==> src/rtl/irq_mask_ctrl.sv <==
module irq_mask_ctrl #(
  parameter int          NSRC    = 6,
  parameter int          ADDR_W  = 12,
  parameter logic [31:0] VERSION = 32'h0302_0104
) (
  input  logic              clk,
  input  logic              rst_n,
  input  logic [NSRC-1:0]   src_set,
  input  logic [NSRC-1:0]   src_clr,
  input  logic              disp_clr,
  input  logic [ADDR_W-1:0] reg_addr,
  input  logic              reg_wr,
  input  logic [31:0]       reg_wdata,
  output logic [31:0]       reg_rdata,
  output logic              cpu_irq
);
  localparam int         DISP_IDX = NSRC - 1;
  localparam logic [3:0] OFF_VER  = 4'h4;
  localparam logic [3:0] OFF_PEND = 4'h8;
  localparam logic [3:0] OFF_MASK = 4'hC;

  logic [NSRC-1:0] pending, mask, mask_nxt, clr_all;
  logic            mask_wr;
  logic            unused_bits;

  assign unused_bits = ^{reg_addr[ADDR_W-1:4], reg_wdata[31:2*NSRC]};
  assign mask_wr     = reg_wr && (reg_addr[3:0] == OFF_MASK);
  assign clr_all     = src_clr | (NSRC'(disp_clr) << DISP_IDX);

  always_ff @(posedge clk or negedge rst_n)
    if (!rst_n) pending <= '0;
    else        pending <= (pending & ~clr_all) | src_set;

  always_comb begin
    mask_nxt = mask;
    for (int n = 0; n < NSRC; n++)
      case (reg_wdata[2*n+1 -: 2])
        2'b10:   mask_nxt[n] = 1'b1;
        2'b01:   mask_nxt[n] = 1'b0;
        default: mask_nxt[n] = mask[n];
      endcase
  end

  always_ff @(posedge clk or negedge rst_n)
    if (!rst_n)       mask <= '0;
    else if (mask_wr) mask <= mask_nxt;

  assign cpu_irq = |(pending & mask);

  always_comb
    case (reg_addr[3:0])
      OFF_VER:  reg_rdata = VERSION;
      OFF_PEND: reg_rdata = 32'(pending);
      OFF_MASK: reg_rdata = 32'(mask);
      default:  reg_rdata = '0;
    endcase

  a_r2_set_latches: assert property (@(posedge clk) disable iff (!rst_n)
    (|src_set) |=> ((pending & $past(src_set)) == $past(src_set)));

  a_r4_disp_clear: assert property (@(posedge clk) disable iff (!rst_n)
    (disp_clr && !src_set[DISP_IDX]) |=> !pending[DISP_IDX]);

  a_r5_mask_holds: assert property (@(posedge clk) disable iff (!rst_n)
    !mask_wr |=> $stable(mask));

  a_r7_pend_no_write: assert property (@(posedge clk) disable iff (!rst_n)
    (src_set == '0 && src_clr == '0 && !disp_clr) |=> $stable(pending));

  a_r6_enable_raises: assert property (@(posedge clk) disable iff (!rst_n)
    (mask_wr && reg_wdata[1:0] == 2'b10 && pending[0] && !src_clr[0]) |=> cpu_irq);
endmodule

==> config.mk <==
export PLATFORM = sky130hd
export DESIGN_NAME = irq_mask_ctrl
export DESIGN_NICKNAME = d
export VERILOG_FILES = /design/src/rtl/irq_mask_ctrl.sv
export SDC_FILE = /design/constraint.sdc
export NUM_CORES = 1
export LEC_CHECK = 0
export ABC_AREA = 1
export BUFFER_PORTS_ARGS = -buffer_cell sky130_fd_sc_hd__buf_4
export CORE_MARGIN = 2
export CORE_UTILIZATION = 30
export CTS_CLUSTER_SIZE = 24
export DETAILED_ROUTE_END_ITERATION = 10
export GPL_TIMING_DRIVEN = 0
export HOLD_SLACK_MARGIN = 0.06
export PLACE_DENSITY_LB_ADDON = 0.05
export SLEW_MARGIN = 20
export SYNTH_ARGS = -nofsm -noshare
export SYNTH_HDL_FRONTEND = slang
export SYNTH_SLANG_ARGS = --single-unit
==> constraint.sdc <==
create_clock -name clk -period 1.05 [get_ports clk]
set_input_delay 0.21 -clock clk [delete_from_list [all_inputs] [get_ports clk]]
set_output_delay 0.21 -clock clk [all_outputs]
set_load 0.1 [all_outputs]
======== After elaboration in Yosys (flattened, before gate mapping) ========
Index checks and enable logic that the tools add are counted.
cells by class
  bitwise gates (word level) .............. 5
  muxes and demuxes ....................... 7
  eq/ne operators ......................... 15
  reduce and logical (&&, ||, !) cells .... 14
operators by type and width
  cell                  count
  $pmux W26 S3          1
  $and A6 B6 Y6         2
  $eq A2 B1 Y1 const B  6
  $eq A2 B2 Y1 const B  6
  $or A6 B6 Y6          2
  $pmux W1 S2           6
  $reduce_and A2 Y1     6
  $reduce_bool A2 Y1    6
  $eq A4 B4 Y1 const B  2
  $not A6 Y6            1
  $reduce_or A6 Y1      1
  $eq A4 B3 Y1 const B  1
  $logic_and A1 B1 Y1   1
storage, ports and cells
  logic and storage cells ................. 48
  output and inout bits ................... 33
  bits of input ports ..................... 60
  flip-flop bits (word level) ............. 12

======== Logic depth before layout (Yosys ltp) ========
Gate-level depths: netlist of the first run.
  word-level depth ........................ 4
  depth in mapped cells ................... 6

======== Worst setup path before layout of the first run ========
OpenSTA, ideal clock, no wires.
  kind .................................... input -> output
  start ................................... input reg_addr[1]
  end ..................................... output reg_rdata[0]
  path slack .............................. -1.800 ns
  arrival ................................. 2.640 ns
  stages on the path ...................... 3
  cell sequence ........................... nor2_4 -> nand3_1 -> o21ai_0
on the way
  longest elaborated chain between the ends .. 2
  elaborated cells between the ends (all ways) .. 4
  those cells by class .................... 3 x eq/ne; 1 x mux
ends and longest elaborated chain
  item                                          line  RTL
  start: declaration                            11    input logic [ADDR_W-1:0] reg_addr,
  $eq A4 B4 Y1 or $eq A4 B3 Y1 (tied branches)  51    case (reg_addr[3:0])
  $pmux W26 S3 *                                51
  end: declaration                              14    output logic [31:0] reg_rdata,
Mark *: on every way between the ends. The rest lies on a longest branch, timed or not.

======== Worst setup path after layout of the first run ========
  start ................................... register mask[2]
  end ..................................... output reg_rdata[2]
on the way
  longest elaborated chain between the ends .. 1
ends and longest elaborated chain
  item                      line  RTL
  start: declaration        22    logic [NSRC-1:0] pending, mask, mask_nxt, clr_all;
  start signal: assignment  46    else if (mask_wr) mask <= mask_nxt;
  $pmux W26 S3              51
Every way passes these cells.

==> qor.yml, run 1 <==
hold_path.class: "in2reg"
cts_buffers: 3
dieArea_sq_um: 3830
initial_core_util_pct: 30.6
place_congestion: 0.730
skew_ns: 0
finalCritPeriodShare_pct: 133
dieWidth_um: 61.9
switchingPower_mw: 1.07
die_h_um: 61.9
seq_area_frac_synth_pct: 29.9
cp-startpoint: "mask[2]$_DFFE_PN0P_"
r2r_start: "mask[2]$_DFFE_PN0P_"
drive_gt1_share_pct: 50.5
pwr-share-seq_pct: 27.3
maxSlewViolCount: 0
clockRootBuffer: "clkbuf_4"
synth_cell_type_count: 19
p_sw_share_pct: 47.8
p_clk_share_pct: 12.7
clkTransAtPathRegs_ns: 0.08
violations: "negative setup slack"
worstSetupEndpointType: "primary output"
fin_util_pct: 59.1
grt_use_total_pct: 13.0
antenna_found_initial: 0
p_per_area_nw_per_um2: 1150
yosysWarnings: 0
dp_hpwl_um: 1880
grt_pass1_wl_um: 3710
syn_area_sq_um: 1000
slowest_stage: "dfrtp_1"
area_growth_pct: 93.2
grt_pass1_vias: 953
insertion_delay_ns: 0.26
max_freq_ghz: 0.717
peakVddDrop_mv: 0.992
grt_max_degree: 13
finalHoldViolations: 0
place.port_buffers: 42
num_antenna_cells: 0
cts_tree: "done"
leakage_nw: 1.07
firstDrtPassIters: 2
grt_overflow: 0
avgSynthCellArea_sq_um: 7.44
combPwrFrac_pct: 60.0
timing.setup.tns_ns: -2.46
wl_per_cell_um: 9.22
path_depth: 5
clockBufferDepth: 2
drv_cap: 0
final_cell_mix: "buf_4, inv_1, conb_1, nand2_1, buf_12"
io_pins: 93
placed_cells: 244
ys_ff_latch: 12
setup_violations: 11
min_from: "src_clr[1]"
crit_type: "reg2out"
design.core.area_sq_um: 3280
start_kind: "flip-flop"
totalWireLength_um: 2400
outcome: "complete, but fails checks"
cpPeakStageDelay_ns: 0.38
period_needed_ns: 1.39
synthCells: 135
initialDrtViolationCount: 10
dr_total_vias: 1057
nets: 282
layoutNonFillerInstCount: 260
grt_setup_unrepaired: "true"
r2r_cells: 5
p_int_mw: 1.16
drc: 0
cp_num_buf_inv: 3
cp_data_required_time_ns: 0.84
layout.cells.most_common: "buf_4"
vias_per_cell: 4.07
ant_nets: 0
crit_arrival_ns: 1.18
htreeDepth: 1
cp_top_family: "buffers and inverters"
path_max_fanout: 2
clock_sinks: 12
setup_ws_ns: -0.344
hold_depth: 2
fp-row-count: 21
cp_cell_sequence: "buf_4 -> buf_6 -> nand2_4 -> nand3_2 -> buf_12"
## stage by stage
step / area, sq um / setup WS, ns / hold slack [ns] / total power [mW]
global route: 1940 / -0.413 / 0.104 / 2.35
CTS: 1870 / -0.362 / 0.106 / 2.15
finish: 1940 / -0.344 / 0.112 / 2.23
floorplan: 1220 / -0.430 / -0.0856 / 1.48
global placement: 1590 / -0.557 / 0.0595 / 1.66
detailed placement: 1590 / -0.572 / 0.0637 / 1.67
## kinds of logic after synthesis
kind of cell               count (synthesis)  synth area share (%)
AOI/OAI and AO/OA                         12                  7.22
adders and majority gates                  6                  7.47
buffers and inverters                     56                  32.0
DFF                                       12                  29.9
other                                      1                 0.373
and+or+nand+nor                           48                  23.0
## routing by layer
metal	track usage (%)	vias up	share of wire [%]
met4	2.13	0	0.33
met2	25.7	34	55
li1	-	535	-
met1	13.6	486	38
met5	0	-	0
met3	3.93	2	6.7
## timing repair
item | CTS | global route
gates resized for setup | 46 | 9
pin swaps | 6 | 7
hold endpoints to repair | 12 | 0
setup buffers | 7 | 6
hold buffers | 1 | 0
endpoints found under the setup margin | 11 | 11
## power by group through the flow
| stage | sequential (mW) | clock, mW | combinational, mW |
|---|---|---|---|
| floorplan | 0.595 | 0 | 0.881 |
| global placement | 0.614 | 0 | 1.05 |
| detailed placement | 0.617 | 0 | 1.05 |
| CTS | 0.605 | 0.295 | 1.25 |
| global route | 0.621 | 0.319 | 1.41 |
| finish | 0.609 | 0.283 | 1.34 |
## path summary, 6_finish.rpt
kind | endpoint | slack, ns
max in group asynchronous | mask[0]$_DFFE_PN0P_ | 0.57
hold reg to reg | mask[5]$_DFFE_PN0P_ | 0.54
setup / recovery | reg_rdata[2] | -0.34
setup reg to reg | mask[2]$_DFFE_PN0P_ | 0.10
min in group asynchronous | pending[1]$_DFF_PN0_ | 0.32
hold / removal | pending[1]$_DFF_PN0_ | 0.11
## worst register-to-register path, delay by kind of cell, from the launching register on
family	cells	cell delay, ns
buffers and inverters	3	0.36
AND/OR/NAND/NOR	2	0.10
flip-flops	1	0.38
## flip-flops by register name, indices dropped and copies added, names as in the netlist
| name | flops |
|---|---|
| mask | 6 |
| pending | 6 |
## synthesized netlist by cell type
library cell | instances | area [sq um]
nand2_1 | 27 | 101
nor3_1 | 1 | 5.00
nor2_1 | 1 | 3.75
nor2_2 | 1 | 6.26
ha_1 | 6 | 75.1
o21ai_0 | 5 | 25.0
nor2_4 | 1 | 11.3
clkbuf_8 | 1 | 13.8
nand2_2 | 1 | 6.26
buf_4 | 25 | 188
conb_1 | 1 | 3.75
buf_6 | 1 | 11.3
inv_1 | 29 | 109
or2_2 | 1 | 6.26
dfrtp_1 | 12 | 300
nand3_1 | 2 | 10.0
a21oi_1 | 2 | 10.0
nand4_1 | 13 | 81.3
o21bai_1 | 5 | 37.5
## cell type report
type                    count  area (sq um)
plain buffers              27           250
multi-input cells          88           601
flip-flops and latches     12           300
clock buffers               3          22.5
inverters                  29           125
repair buffers             55           584
fillers                   305          1340
well taps                  46          57.6
Note: power is estimated with default switching activity, not from simulation.
==> inputs of run 2 (changes only) <==
Settings changed: CORE_UTILIZATION 30 to 37.
==> qor.yml, run 2 (synthesis results as in run 1) <==
p_sw_share_pct: 47.1
start_kind: "flip-flop"
cp-startpoint: "pending[2]$_DFF_PN0_"
drc: 0
layout.cells.most_common: "buf_4"
clkTransAtPathRegs_ns: 0.08
dp_slack_ns: -0.537
io_pins: 93
clock_sinks: 12
fp-row-count: 18
grt_setup_unrepaired: "true"
cts_tree: "done"
crit_arrival_ns: 1.20
maxSlewViolCount: 0
post_dp_cell_area_sq_um: 1570
place_congestion: 0.756
antenna_found_initial: 0
grt.met3_usage_pct: 4.65
outcome: "complete, but fails checks"
die_h_um: 56.1
clockRootBuffer: "clkbuf_4"
pwr-share-seq_pct: 28.4
grt_pass1_wl_um: 3930
cp_data_required_time_ns: 0.84
dieArea_sq_um: 3150
switchingPower_mw: 1.01
finalCritPeriodShare_pct: 134
grt_overflow: 0
insertion_delay_ns: 0.27
grt_pass1_vias: 981
timing.setup.tns_ns: -2.27
firstDrtPassIters: 3
layout_top_registers: "mask (6), pending (6)"
crit_type: "reg2out"
layoutNonFillerInstCount: 237
combPwrFrac_pct: 54.6
peakVddDrop_mv: 1.17
clockBufferDepth: 2
leakage_nw: 1.01
max_freq_ghz: 0.712
ant_nets: 0
drive_gt1_share_pct: 48.8
vias_per_cell: 4.10
grtUsageMet1_pct: 15.7
htreeDepth: 1
area_growth_pct: 82.6
grt_use_total_pct: 15.2
initial_core_util_pct: 39.8
min_from: "src_clr[2]"
grtUsageMet2_pct: 30.6
num_antenna_cells: 0
setup_violations: 11
drv_cap: 0
path_max_fanout: 3
setup_ws_ns: -0.355
violations: "negative setup slack"
place.port_buffers: 42
hold_path.class: "in2reg"
dp_hpwl_um: 1810
placed_cells: 228
nets: 274
p_int_mw: 1.13
final_cell_mix: "buf_4, nand2_1, inv_1, conb_1, buf_12"
worstSetupEndpointType: "primary output"
finalHoldViolations: 0
cts_buffers: 3
design_area_sq_um: 1830
skew_ns: 0
period_needed_ns: 1.41
wl_per_cell_um: 9.13
design.core.area_sq_um: 2520
p_per_area_nw_per_um2: 1170
dr_total_vias: 972
fin_util_pct: 72.7
totalWireLength_um: 2160
r2r_start: "pending[5]$_DFF_PN0_"
dieWidth_um: 56.1
grt_busiest_layer: "met2"
grt_max_degree: 13
p_clk_share_pct: 17.0
initialDrtViolationCount: 7
## run 2: cell types whose count changed in the layout (fill, tap and decap cells not counted), sizes merged
cell    previous run  this run
buf               80        72
clkbuf             4         5
## run 2: worst max-delay path, stage by stage, from the launching register on
cell     delay [ns]
dfrtp_1        0.41
nand2_1        0.08
nand2_1        0.06
a21oi_2        0.14
nand2_4        0.07
buf_12         0.16
## run 2: area by class of cell
| class | count | area [sq um] |
|---|---|---|
| multi-input cells | 88 | 568 |
| well taps | 30 | 37.5 |
| flip-flops and latches | 12 | 300 |
| inverters | 29 | 125 |
| plain buffers | 27 | 250 |
| clock buffers | 4 | 36.3 |
| repair buffers | 47 | 517 |
| fillers | 200 | 688 |
## run 2: power groups by stage
stage / Combinational (mW) / Clock [mW] / Sequential [mW]
2_1_floorplan: 0.881 / 0 / 0.595
3_3_place_gp: 1.04 / 0 / 0.612
3_5_place_dp: 1.05 / 0 / 0.614
4_1_cts: 1.17 / 0.377 / 0.608
5_1_grt: 1.23 / 0.421 / 0.619
6_report: 1.17 / 0.363 / 0.609
## run 2: path summary, 6_finish.rpt
path                                         to  slack, ns  cells after the start
setup / recovery                        cpu_irq      -0.36                      5
hold / removal             pending[2]$_DFF_PN0_       0.11                      2
setup reg to reg           pending[5]$_DFF_PN0_       0.16                      3
hold reg to reg             mask[2]$_DFFE_PN0P_       0.52                      2
max in group asynchronous  pending[4]$_DFF_PN0_       0.59                      2
min in group asynchronous  pending[2]$_DFF_PN0_       0.31                      2
## run 2: stage by stage
stage               hold WS (ns)  power [mW]
floorplan                -0.0856        1.48
global placement          0.0558        1.66
detailed placement        0.0574        1.66
CTS                        0.101        2.15
global route              0.0862        2.27
finish                     0.108        2.14
## run 2: timing repair
item	4_1_cts	5_1_grt
endpoints found under the setup margin	11	11
hold endpoints to repair	12	0
gates cloned	0	0
setup buffers	4	0
gates resized for setup	47	2
pin swaps	11	4
hold buffers	1	0
## run 2: metal layers
metal | up-vias | routed length [um]
met2 | 29 | 1270
met3 | 0 | 126
met4 | 0 | 0
met5 | - | 0
met1 | 426 | 770
li1 | 517 | -
